==> config.mk <==
export PLATFORM = sky130hd
export DESIGN_NAME = cfg_loader
export DESIGN_NICKNAME = d
export VERILOG_FILES = /design/src/rtl/cfg_loader_pkg.sv /design/src/rtl/cfg_in_sync.sv /design/src/rtl/cfg_shift.sv /design/src/rtl/cfg_latch_bank.sv /design/src/rtl/cfg_loader.sv
export SDC_FILE = /design/constraint.sdc
export NUM_CORES = 1
export LEC_CHECK = 0
export BUFFER_PORTS_ARGS = -buffer_cell sky130_fd_sc_hd__buf_2
export CORE_MARGIN = 1.5
export CORE_UTILIZATION = 53
export DETAILED_ROUTE_END_ITERATION = 8
export PLACE_DENSITY = 0.78
export SLEW_MARGIN = 5
export SYNTH_ARGS = -nofsm -noshare
export SYNTH_HDL_FRONTEND = slang
export SYNTH_SLANG_ARGS = --single-unit
export TNS_END_PERCENT = 100
==> constraint.sdc <==
create_clock -name clk_i -period 1.95 [get_ports clk_i]
set_clock_uncertainty 0.2 [all_clocks]
set_input_delay 0.195 -clock clk_i [delete_from_list [all_inputs] [get_ports clk_i]]
set_output_delay 0.195 -clock clk_i [all_outputs]
set_load 0.005 [all_outputs]
==> src/rtl/cfg_loader_pkg.sv <==
`timescale 1ns/1ps
package cfg_loader_pkg;
  localparam int WORD_W   = 21;
  localparam int ADDR_W   = 2;
  localparam int PAY_W    = WORD_W - ADDR_W;
  localparam int REF_W    = 14;
  localparam int A_W      = 5;
  localparam int B_W      = 13;
  localparam int PD_BIT   = 1;
  localparam int TRI_BIT  = 2;

  typedef enum logic [ADDR_W-1:0] {
    SEL_REF  = 2'b00,
    SEL_AB   = 2'b01,
    SEL_FUNC = 2'b10,
    SEL_INIT = 2'b11
  } latch_sel_e;
endpackage

==> src/rtl/cfg_in_sync.sv <==
`timescale 1ns/1ps
module cfg_in_sync #(
  parameter int N      = 3,
  parameter int STAGES = 2
) (
  input  logic         clk_i,
  input  logic         rst_ni,
  input  logic [N-1:0] d_i,
  output logic [N-1:0] q_o,
  output logic [N-1:0] rise_o
);
  // stg[STAGES] is the one-cycle-old copy used for edge detection
  logic [N-1:0] stg [STAGES+1];

  always_ff @(posedge clk_i or negedge rst_ni) begin
    if (!rst_ni) begin
      for (int s = 0; s <= STAGES; s++) stg[s] <= '0;
    end else begin
      stg[0] <= d_i;
      for (int s = 1; s <= STAGES; s++) stg[s] <= stg[s-1];
    end
  end

  assign q_o    = stg[STAGES-1];
  assign rise_o = stg[STAGES-1] & ~stg[STAGES];
endmodule

==> src/rtl/cfg_shift.sv <==
`timescale 1ns/1ps
module cfg_shift #(
  parameter int W = 21
) (
  input  logic         clk_i,
  input  logic         rst_ni,
  input  logic         shift_i,
  input  logic         bit_i,
  output logic [W-1:0] word_o
);
  always_ff @(posedge clk_i or negedge rst_ni) begin
    if (!rst_ni)      word_o <= '0;
    else if (shift_i) word_o <= {word_o[W-2:0], bit_i};
  end
endmodule

==> src/rtl/cfg_latch_bank.sv <==
`timescale 1ns/1ps
module cfg_latch_bank
  import cfg_loader_pkg::*;
#(
  parameter int W  = WORD_W,
  parameter int RW = REF_W,
  parameter int AW = A_W,
  parameter int BW = B_W,
  localparam int PW = W - ADDR_W
) (
  input  logic          clk_i,
  input  logic          rst_ni,
  input  logic          load_i,
  input  logic [W-1:0]  word_i,
  output logic [RW-1:0] ref_o,
  output logic [AW-1:0] a_o,
  output logic [BW-1:0] b_o,
  output logic [PW-1:0] func_o,
  output logic [PW-1:0] init_o,
  output logic          cnt_rst_o
);
  latch_sel_e     sel;
  logic [PW-1:0]  pay;

  assign sel = latch_sel_e'(word_i[ADDR_W-1:0]);
  assign pay = word_i[W-1:ADDR_W];

  always_ff @(posedge clk_i or negedge rst_ni) begin
    if (!rst_ni) begin
      ref_o     <= '0;
      a_o       <= '0;
      b_o       <= '0;
      func_o    <= '0;
      init_o    <= '0;
      cnt_rst_o <= 1'b0;
    end else begin
      cnt_rst_o <= 1'b0;
      if (load_i) begin
        unique case (sel)
          SEL_REF:  ref_o <= pay[RW-1:0];
          SEL_AB: begin
            a_o <= pay[AW-1:0];
            b_o <= pay[AW+BW-1:AW];
          end
          SEL_FUNC: func_o <= pay;
          SEL_INIT: begin
            init_o    <= pay;
            func_o    <= pay;
            cnt_rst_o <= 1'b1;
          end
          default: ;
        endcase
      end
    end
  end
endmodule

==> src/rtl/cfg_loader.sv <==
`timescale 1ns/1ps
module cfg_loader
  import cfg_loader_pkg::*;
#(
  parameter int SYNC_STAGES = 2
) (
  input  logic             clk_i,
  input  logic             rst_ni,
  input  logic             sclk_i,
  input  logic             sdata_i,
  input  logic             le_i,
  input  logic             chip_en_i,
  output logic [REF_W-1:0] ref_div_o,
  output logic [A_W-1:0]   a_cnt_o,
  output logic [B_W-1:0]   b_cnt_o,
  output logic [PAY_W-1:0] func_o,
  output logic [PAY_W-1:0] init_o,
  output logic             cnt_rst_o,
  output logic             pd_o,
  output logic             cp_hiz_o
);
  localparam int NPIN = 3;

  logic [NPIN-1:0] pin_q, pin_rise;
  logic [WORD_W-1:0] sreg;
  logic shift_en, load;

  cfg_in_sync #(.N(NPIN), .STAGES(SYNC_STAGES)) u_sync (
    .clk_i  (clk_i),
    .rst_ni (rst_ni),
    .d_i    ({le_i, sdata_i, sclk_i}),
    .q_o    (pin_q),
    .rise_o (pin_rise)
  );

  // shifting is frozen while the strobe is high
  assign shift_en = pin_rise[0] & ~pin_q[2];
  assign load     = pin_rise[2];

  cfg_shift #(.W(WORD_W)) u_shift (
    .clk_i   (clk_i),
    .rst_ni  (rst_ni),
    .shift_i (shift_en),
    .bit_i   (pin_q[1]),
    .word_o  (sreg)
  );

  cfg_latch_bank #(.W(WORD_W), .RW(REF_W), .AW(A_W), .BW(B_W)) u_bank (
    .clk_i     (clk_i),
    .rst_ni    (rst_ni),
    .load_i    (load),
    .word_i    (sreg),
    .ref_o     (ref_div_o),
    .a_o       (a_cnt_o),
    .b_o       (b_cnt_o),
    .func_o    (func_o),
    .init_o    (init_o),
    .cnt_rst_o (cnt_rst_o)
  );

  assign pd_o     = ~chip_en_i | func_o[PD_BIT];
  assign cp_hiz_o = pd_o | func_o[TRI_BIT];
endmodule

==> results of run 1 <==
==> metrics by stage <==
| step | total power, W | cell area, um^2 | utilization | worst slack, ns |
|---|---|---|---|---|
| finish | 0.004776 | 4521 | 0.6654 | 0.2462 |
| global route | 0.005017 | 4521 | 0.6654 | 0.1793 |
| global placement | 0.003425 | 4277 | 0.6295 | 0.3040 |
| CTS | 0.004829 | 4521 | 0.6654 | 0.2252 |
| detailed placement | 0.003458 | 4277 | 0.6295 | 0.2627 |
| floorplan | 0.003039 | 3712 | - | 0.2856 |
==> cells by family (layout without fill, tap and decap cells) <==
group                  after synthesis  count (layout)
DFF                                100             100
muxes                               91              91
buffers and inverters               10             111
and+or+nand+nor                      7               7
==> power by group through the flow <==
stage	Sequential, W	Clock (W)	Combinational (W)
floorplan	0.00263	0	0.000404
global placement	0.00266	0	0.000769
detailed placement	0.00266	0	0.000798
CTS	0.00263	0.00140	0.000808
global route	0.00267	0.00148	0.000863
finish	0.00262	0.00136	0.000791
==> worst max-delay path by stage <==
stage | end | slack (ns)
2_1_floorplan | u_bank.ref_o[10] | 0.29
3_3_place_gp | u_bank.b_o[0] | 0.30
3_5_place_dp | u_bank.b_o[12] | 0.26
4_1_cts | cp_hiz_o | 0.23
5_1_grt | u_bank.b_o[12] | 0.18
6_report | cp_hiz_o | 0.25
==> sequential cells by signal, indices dropped and copies added (netlist names) <==
name              count
u_sync.stg            5
u_bank.init_o        19
u_bank.cnt_rst_o      1
u_shift.word_o       21
u_bank.a_o            5
u_bank.b_o           13
u_bank.func_o        19
u_bank.ref_o         14
u_sync.q_o            3
==> layout make-up <==
class	count	area, um^2
well taps	96	120.1
repair buffers	96	550.5
fillers	514	2273
flip-flops and latches	100	2502
clock buffers	10	127.6
multi-input cells	98	1140
inverters	1	3.754
clock inverters	4	76.32
==> worst max-delay path: stages, from the launching register on <==
cell and delay [ns]:
dfrtp_1 0.41, nand2b_1 0.16, or2_2 0.26, buf_2 0.13
==> layer usage <==
| layer | wire length (um) | vias to the layer above | GRT usage |
|---|---|---|---|
| met3 | 449 | 5 | 0.05810 |
| met5 | 0 | - | 0 |
| met4 | 57 | 0 | 0.07918 |
| met1 | 3115 | 1032 | 0.2687 |
| met2 | 3001 | 63 | 0.2827 |
| li1 | - | 931 | - |
==> layout by cell type, fill, tap and decap left out, drive strengths merged <==
cell / synthesis / routed
dfrtp: 100 / 100
buf: 9 / 92
mux2: 91 / 91
clkbuf: 0 / 10
dlygate4sd3: 0 / 4
bufinv: 0 / 2
nand4b: 1 / 1
inv: 1 / 1
nor3b: 1 / 1
nor4b: 1 / 1
nand3b: 1 / 1
and4bb: 1 / 1
nand2b: 1 / 1
or2: 1 / 1
clkinvlp: 0 / 1
clkinv: 0 / 1
==> impl_metrics.tcl, run 1 <==
set metrics [dict create \
    clock-root-buffer "clkbuf_8" \
    cts_buffers 9 \
    start_util 0.5464 \
    setup_tns_ns 0 \
    hp-class "reg2reg" \
    cts_resized 0 \
    synth-seq-cells 100 \
    period_share 0.8737 \
    crit_arrival_ns 1.31 \
    core_um2 6794 \
    yosysUniqueCellTypes 15 \
    drive_gt1_frac 0.6440 \
    synth_area_um2 3712 \
    syn_to_final_growth_pct 21.77 \
    postSynth.topFlopCell "dfrtp_1" \
    power_density_nw_per_um2 1057 \
    synth_common_cells "dfrtp_1, mux2_2, mux2_4, buf_2, buf_4" \
    finalHoldViolCount 0 \
    dieArea_um2 7515 \
    internal_power_w 0.003578 \
    crit_path_max_fanout 3 \
    antenna_found_initial 0 \
    gp_congestion 0.7083 \
    synth_area_leaders "dfrtp_1, mux2_2, mux2_4" \
    ctsHtreeMaxLevel 3 \
    grtUsageTotal 0.1921 \
    synthAdderAreaFrac 0 \
    clock.fmax_mhz 586.9 \
    finalNonFillerCells 405 \
    critPathLaunch "u_bank.func_o[1]" \
    grt_overflow 0 \
    clock_latency_ns 0.35 \
    avgRoutedWirePerCell_um 16.35 \
    cp-start-kind "flop" \
    synth_top_area_cell "dfrtp_1" \
    grt_max_degree 44 \
    synth_cells 208 \
    netSwitchingPower_w 0.001199 \
    ctsLongestPathBuffers 2 \
    max_cap_violations 0 \
    crit_path_end_kind "output pin" \
    rr_endpoint "u_bank.b_o[12]" \
    hold_slack_ns 0.1525 \
    post_cts_buffers 0 \
    slew_violations 0 \
    required_ns 1.55 \
    synth_edf_count 0 \
    grt_pass1_wl_um 10650 \
    path_clk_slew_ns 0.09 \
    die_y_um 86.69 \
    rsz0062_at_grt "no" \
    synth_top_area_frac 0.6741 \
    outcome "complete, no violations" \
    fp.dieW_um 86.69 \
    placed_cells 387 \
    whs_path_depth 0 \
    drcViolationCount 0 \
    p_clk_frac 0.285 \
    fin_crit_ns 1.704 \
    p_leak_nw 2.464 \
    yosysMostFrequentCell "dfrtp_1" \
    finish.net_count 312 \
    postSynth.asyncResetShare 1.000 \
    hold_start "u_sync.stg[6]" \
    synth-simple-area-share 0.01955 \
    p_comb_frac 0.166 \
    vias_per_cell 5.015 \
    io_pins 79 \
    r2r-start "u_shift.word_o[1]" \
    synth_top_family_by_area "multiplexers" \
    num_rows 30 \
    grt_pass1_vias 2015 \
    tritoncts "done" \
    cts.sinks 100 \
    r2r_setup_slack_ns 0.25 \
    dr.pass1.iters 4 \
    relSlewSlack 0.6486 \
    syn_area_per_cell_um2 17.85 \
    seq_power_share 0.550 \
    yosys_warnings 0 \
    synth_nets 214 \
    path_class "reg2out" \
    irDropWorstVdd_mv 0.5562 \
    reg2reg_depth 3 \
    worst_slew_pin_slew_ns 0.5271 \
    numPortBuffers 78 \
    routed_wl_um 6622 \
    synth_xor_area_frac 0 \
    synth_compound_area_frac 0 \
    vias 2031 \
    finalSetupViolations 0 \
    yosys-mux-area-fraction 0.2861 \
    yosysSeqAreaShare 0.6741 \
    hold_buffers 4 \
    antenna_left 0 \
    drt-initial-drc-count 97 \
    hpwl_um 4506 \
    hold_end "u_sync.q_o[0]" \
    diodes 0 \
    swShare 0.2509 \
]
No activity file was read; power rests on OpenSTA's default activity.
==> inputs of run 2 (changes only) <==
==> constraint.sdc (replaced) <==
create_clock -name clk_i -period 1.7 [get_ports clk_i]
set_clock_uncertainty 0.2 [all_clocks]
set_input_delay 0.17 -clock clk_i [delete_from_list [all_inputs] [get_ports clk_i]]
set_output_delay 0.17 -clock clk_i [all_outputs]
set_load 0.005 [all_outputs]
==> run 2 against run 1 <==
- critical path depth unchanged
- total power rose by 18%
- die area did not move
- critical path type is now reg2reg
- utilization rose by 0.83 points
- non-clock buffer count fell by 1
- count of clock-buffer cells in the layout rose by 2
- clock power is 24% higher
- largest cell class unchanged
- sequential power increased by 15%
==> impl_metrics.tcl, run 2 (synthesis gave the netlist of run 1 again) <==
set metrics [dict create \
    nFillCells 497 \
    rsz0062_at_grt "yes" \
    required_ns 1.73 \
    netSwitchingPower_w 0.001384 \
    p_comb_frac 0.166 \
    drt-initial-drc-count 71 \
    cpMaxStageDelayCell "dfrtp_1" \
    worst_slew_pin_slew_ns 0.5053 \
    largest_register "u_shift.word_o" \
    crit_path_max_fanout 6 \
    internal_power_w 0.004257 \
    hp-class "reg2reg" \
    cts.sinks 100 \
    met2_usage 0.2642 \
    num_rows 30 \
    grtUsageTotal 0.1797 \
    slew_violations 0 \
    grt_pass1_vias 2023 \
    grt.busiest_layer "met2" \
    grt_overflow 0 \
    ctsLongestPathBuffers 2 \
    fin_crit_ns 1.645 \
    met3_usage 0.05810 \
    power_density_nw_per_um2 1233 \
    start_util 0.5464 \
    final_common_cell "dfrtp_1" \
    ctsHtreeMaxLevel 3 \
    numPortBuffers 78 \
    die_y_um 86.69 \
    mostFrequentLayoutCells "dfrtp_1, mux2_2, buf_2, clkbuf_8, buf_4" \
    hold_slack_ns 0.1539 \
    vias_per_cell 4.963 \
    syn_to_final_growth_pct 23.29 \
    vias 2015 \
    clock_latency_ns 0.34 \
    largest_reg_flops 21 \
    worstPathCellList "and4bb_2 > buf_4 > mux2_2" \
    irDropWorstVdd_mv 0.8000 \
    cp_slowest_stage_delay_ns 0.45 \
    routed_wl_um 6323 \
    antenna_left 0 \
    crit_path_end_kind "flop" \
    p_clk_frac 0.300 \
    placed_cells 386 \
    finalNonFillerCells 406 \
    cts_buffers 9 \
    dieArea_um2 7515 \
    relSlewSlack 0.6631 \
    crit_arrival_ns 1.68 \
    diodes 0 \
    finalHoldViolCount 0 \
    io_pins 79 \
    multiInputGateArea_um2 1147 \
    reg_top3 "u_shift.word_o: 21 flops, u_bank.func_o: 19 flops, u_bank.init_o: 19 flops" \
    clock.fmax_mhz 608.0 \
    met1_usage 0.2523 \
    clock-root-buffer "clkbuf_8" \
    antenna_found_initial 0 \
    path_clk_slew_ns 0.08 \
    path_class "reg2reg" \
    seq_power_share 0.535 \
    avgRoutedWirePerCell_um 15.57 \
    post_cts_buffers 0 \
    grt_pass1_wl_um 10180 \
    tritoncts "done" \
    drive_gt1_frac 0.6548 \
    grt_max_degree 101 \
    hpwl_um 4292 \
    regArea_um2 2502 \
    drcViolationCount 0 \
    fp.dieW_um 86.69 \
    gp_congestion 0.7198 \
    outcome "complete, no violations" \
    core_um2 6794 \
    dr.pass1.iters 3 \
    p_leak_nw 2.495 \
    period_share 0.9675 \
    swShare 0.2454 \
    cp-start-kind "flop" \
    finalSetupViolations 0 \
    finish.net_count 311 \
    max_cap_violations 0 \
]
-- run 2: changes by cell type in the layout (fill, tap and decap cells not counted), moves of 2 or more --
cell | previous run | this run
clkinv_2 | 0 | 2
buf_12 | 1 | 3
buf_4 | 14 | 11
clkbuf_8 | 9 | 12
-- run 2: worst max-delay path: cells and delay by family, from the launching register on --
kind	cells	cell delay [ns]
flops	1	0.45
simple gates	1	0.38
mux	1	0.34
buf+inv	1	0.17
-- run 2: through the flow --
step / utilization / instance area, um^2 / TNS, ns / power [W] / worst slack, ns
floorplan: - / 3712 / 0 / 0.003486 / 0.03560
global placement: 0.6320 / 4294 / 0 / 0.003953 / 0.09105
detailed placement: 0.6320 / 4294 / 0 / 0.003990 / 0.03482
CTS: 0.6726 / 4569 / 0 / 0.005692 / 0.02485
global route: 0.6737 / 4577 / -0.007735 / 0.005925 / -0.007527
finish: 0.6737 / 4577 / 0 / 0.005642 / 0.05530
-- run 2: path summary, 6_finish.rpt --
kind / slack (ns) / from / depth (start not counted) / to
min in group asynchronous: 0.22 / rst_ni / 3 / u_bank.func_o[15]
worst min register to register: 0.15 / u_sync.stg[7] / 0 / u_sync.q_o[1]
worst max-delay path: 0.06 / u_shift.word_o[1] / 3 / u_bank.a_o[1]
worst min-delay path: 0.15 / u_sync.stg[7] / 0 / u_sync.q_o[1]
max in group asynchronous: 0.70 / rst_ni / 3 / u_bank.init_o[18]
worst max register to register: 0.06 / u_shift.word_o[1] / 3 / u_bank.a_o[1]
-- run 2: power by group through the flow --
stage | sequential (W) | combinational (W) | clock [W]
floorplan | 0.00302 | 0.000464 | 0
global placement | 0.00305 | 0.000906 | 0
finish | 0.00302 | 0.000935 | 0.00169
global route | 0.00307 | 0.00103 | 0.00183
detailed placement | 0.00306 | 0.000933 | 0
CTS | 0.00302 | 0.000945 | 0.00173
-- run 2: timing repair --
item | CTS | global route
endpoints found under the hold margin | 103 | 0
hold buffers | 4 | 0
resized for setup | 0 | 2
endpoints found under the setup margin | 0 | 12
-- run 2: cell type report --
class | instances | area share
Sequential cell | 100 | 0.5467
Multi-Input combinational cell | 98 | 0.2507
Timing Repair Buffer | 95 | 0.1241
Clock buffer | 12 | 0.03609
Tap cell | 96 | 0.02624
Clock inverter | 4 | 0.01531
Inverter | 1 | 0.0008201
-- run 2: routing by layer --
metal / vias up / wire (um)
li1: 927 / -
met1: 1020 / 3019
met2: 61 / 2855
met3: 7 / 372
met4: 0 / 76
met5: - / 0
==> inputs of run 3 (changes only) <==
--- a/config.mk
+++ b/config.mk
@@ -7,11 +7,12 @@
 export LEC_CHECK = 0
 export BUFFER_PORTS_ARGS = -buffer_cell sky130_fd_sc_hd__buf_2
 export CORE_MARGIN = 1.5
-export CORE_UTILIZATION = 53
+export CORE_UTILIZATION = 54
 export DETAILED_ROUTE_END_ITERATION = 8
-export PLACE_DENSITY = 0.78
+export PLACE_DENSITY = 0.79
 export SLEW_MARGIN = 5
 export SYNTH_ARGS = -nofsm -noshare
 export SYNTH_HDL_FRONTEND = slang
+export SYNTH_HIERARCHICAL = 1
 export SYNTH_SLANG_ARGS = --single-unit
 export TNS_END_PERCENT = 100
==> run 3 against run 2 <==
- setup slack better by 0.017 ns
- synthesized cell count is 0.96% higher
- largest power group unchanged
- critical path type unchanged
- via count is 1.1% higher
- sequential share of layout area is 1.1 points lower
==> impl_metrics.tcl, run 3 <==
set metrics [dict create \
    outcome "complete, no violations" \
    regArea_um2 2502 \
    io_pins 79 \
    crit_arrival_ns 1.67 \
    crit_path_end_kind "flop" \
    avgRoutedWirePerCell_um 16.69 \
    p_comb_frac 0.178 \
    die_y_um 86.67 \
    vias_per_cell 4.993 \
    largest_reg_flops 21 \
    slew_violations 0 \
    antenna_found_initial 0 \
    syn_area_per_cell_um2 18.00 \
    nFillCells 470 \
    reg_top3 "u_shift/word_o: 21 flops, u_bank/func_o: 19 flops, u_bank/init_o: 19 flops" \
    design_area_um2 4673 \
    synth_cells 210 \
    path_class "reg2reg" \
    placed_cells 387 \
    drt-initial-drc-count 93 \
    grt_overflow 0 \
    p_leak_nw 2.568 \
    drcViolationCount 0 \
    relSlewSlack 0.7629 \
    grt_pass1_wl_um 10930 \
    drive_gt1_frac 0.6506 \
    path_buf_inv 1 \
    hpwl_um 4578 \
    final_common_cell "dfrtp_1" \
    num_rows 30 \
    synth_area_um2 3780 \
    vias 2037 \
    gp_congestion 0.7258 \
    start_util 0.5564 \
    numPortBuffers 78 \
    setup_tns_ns 0 \
    ctsHtreeMaxLevel 3 \
    routed_wl_um 6810 \
    cp-start-kind "flop" \
    r2r_setup_slack_ns 0.07 \
    antenna_left 0 \
    core_um2 6794 \
    grt_max_degree 49 \
    finalSetupViolations 0 \
    power_density_nw_per_um2 1211 \
    finish.net_count 314 \
    dieArea_um2 7511 \
    internal_power_w 0.004209 \
    irDropWorstVdd_mv 0.5827 \
    placed_cell_area_um2 4367 \
    fin_crit_ns 1.627 \
    period_share 0.9572 \
    max_cap_violations 0 \
    cts_buffers 9 \
    hp-class "in2async" \
    largest_register "u_shift/word_o" \
    ctsLongestPathBuffers 2 \
    worst_slew_pin_slew_ns 0.3557 \
    seq_power_share 0.538 \
    netSwitchingPower_w 0.001448 \
    required_ns 1.74 \
    cp_slowest_stage_delay_ns 0.40 \
    crit_family "simple AND/OR/NAND/NOR gates" \
    finalNonFillerCells 408 \
    fp.dieW_um 86.67 \
    multiInputGateArea_um2 1237 \
    clock_latency_ns 0.35 \
    synth_nets 216 \
    yosys_warnings 6 \
    tritoncts "done" \
    rsz0062_at_grt "yes" \
    grt_pass1_vias 2114 \
    finalHoldViolCount 0 \
    dp_slack_ns 0.03540 \
    dr.pass1.iters 4 \
    swShare 0.2560 \
    crit_path_max_fanout 7 \
    setup_slack_ns 0.07271 \
    clock-root-buffer "clkbuf_8" \
    p_clk_frac 0.284 \
    path_clk_slew_ns 0.09 \
    worstPathCellList "nor2b_4 > nor3b_4 > buf_6 > mux2_2" \
    cts.sinks 100 \
    syn_to_final_growth_pct 23.63 \
    diodes 0 \
    clock.fmax_mhz 614.5 \
    mostFrequentLayoutCells "dfrtp_1, buf_2, mux2_2, mux2_4" \
    grtUsageTotal 0.1983 \
    cpMaxStageDelayCell "dfrtp_1" \
]
==> run 3: timing repair <==
action                                  in CTS  in global routing
gates resized for setup                      0                 10
hold buffers                                 4                  0
endpoints found under the setup margin       0                 14
buffers inserted                             0                  2
hold endpoints to repair                   103                  0
==> run 3: per-layer routing <==
layer,vias up,part of all wire,global-route usage
met2,50,0.49,0.3125
met1,1057,0.46,0.2699
met3,7,0.037,0.04190
met5,-,0,0
met4,0,0.010,0.08358
li1,923,-,-
==> run 3: final timing paths <==
check                           cells after the start     startpoint          endpoint
worst max-delay path                                4  u_sync/stg[2]  u_bank/ref_o[11]
worst min-delay path                                2         rst_ni  u_bank/init_o[5]
worst max register to register                      4  u_sync/stg[2]  u_bank/ref_o[11]
worst min register to register                      0  u_sync/stg[6]     u_sync/q_o[0]
max in group asynchronous                           3         rst_ni     u_bank/a_o[1]
min in group clk_i                                  0  u_sync/stg[6]     u_sync/q_o[0]
==> run 3: layout make-up <==
type / count / share of cell area
Inverter: 1 / 0.0008032
Timing Repair Buffer: 96 / 0.1274
Multi-Input combinational cell: 100 / 0.2648
Tap cell: 96 / 0.02570
Clock inverter: 5 / 0.01847
Sequential cell: 100 / 0.5355
Clock buffer: 10 / 0.02731
==> run 3: power groups by stage <==
stage	registers, W	logic, W	clock network (W)
3_5_place_dp	0.00309	0.000969	0
2_1_floorplan	0.00303	0.000512	0
4_1_cts	0.00304	0.000981	0.00165
3_3_place_gp	0.00306	0.000938	0
5_1_grt	0.00310	0.00110	0.00176
6_report	0.00304	0.00101	0.00160
==> run 3: worst register-to-register path, delay by kind of cell, from the launching register on <==
family                 cells  cell delay (ns)
multiplexers               1             0.34
AND/OR/NAND/NOR            2             0.41
flip-flops                 1             0.40
buffers and inverters      1             0.17
==> run 3: through the flow <==
stage,hold slack [ns],total power [W],util
floorplan,-0.3256,0.003541,-
global placement,-0.1015,0.003997,0.6427
detailed placement,-0.09228,0.004058,0.6427
CTS,0.05600,0.005667,0.6801
global route,0.07027,0.005954,0.6878
finish,0.05435,0.005657,0.6878
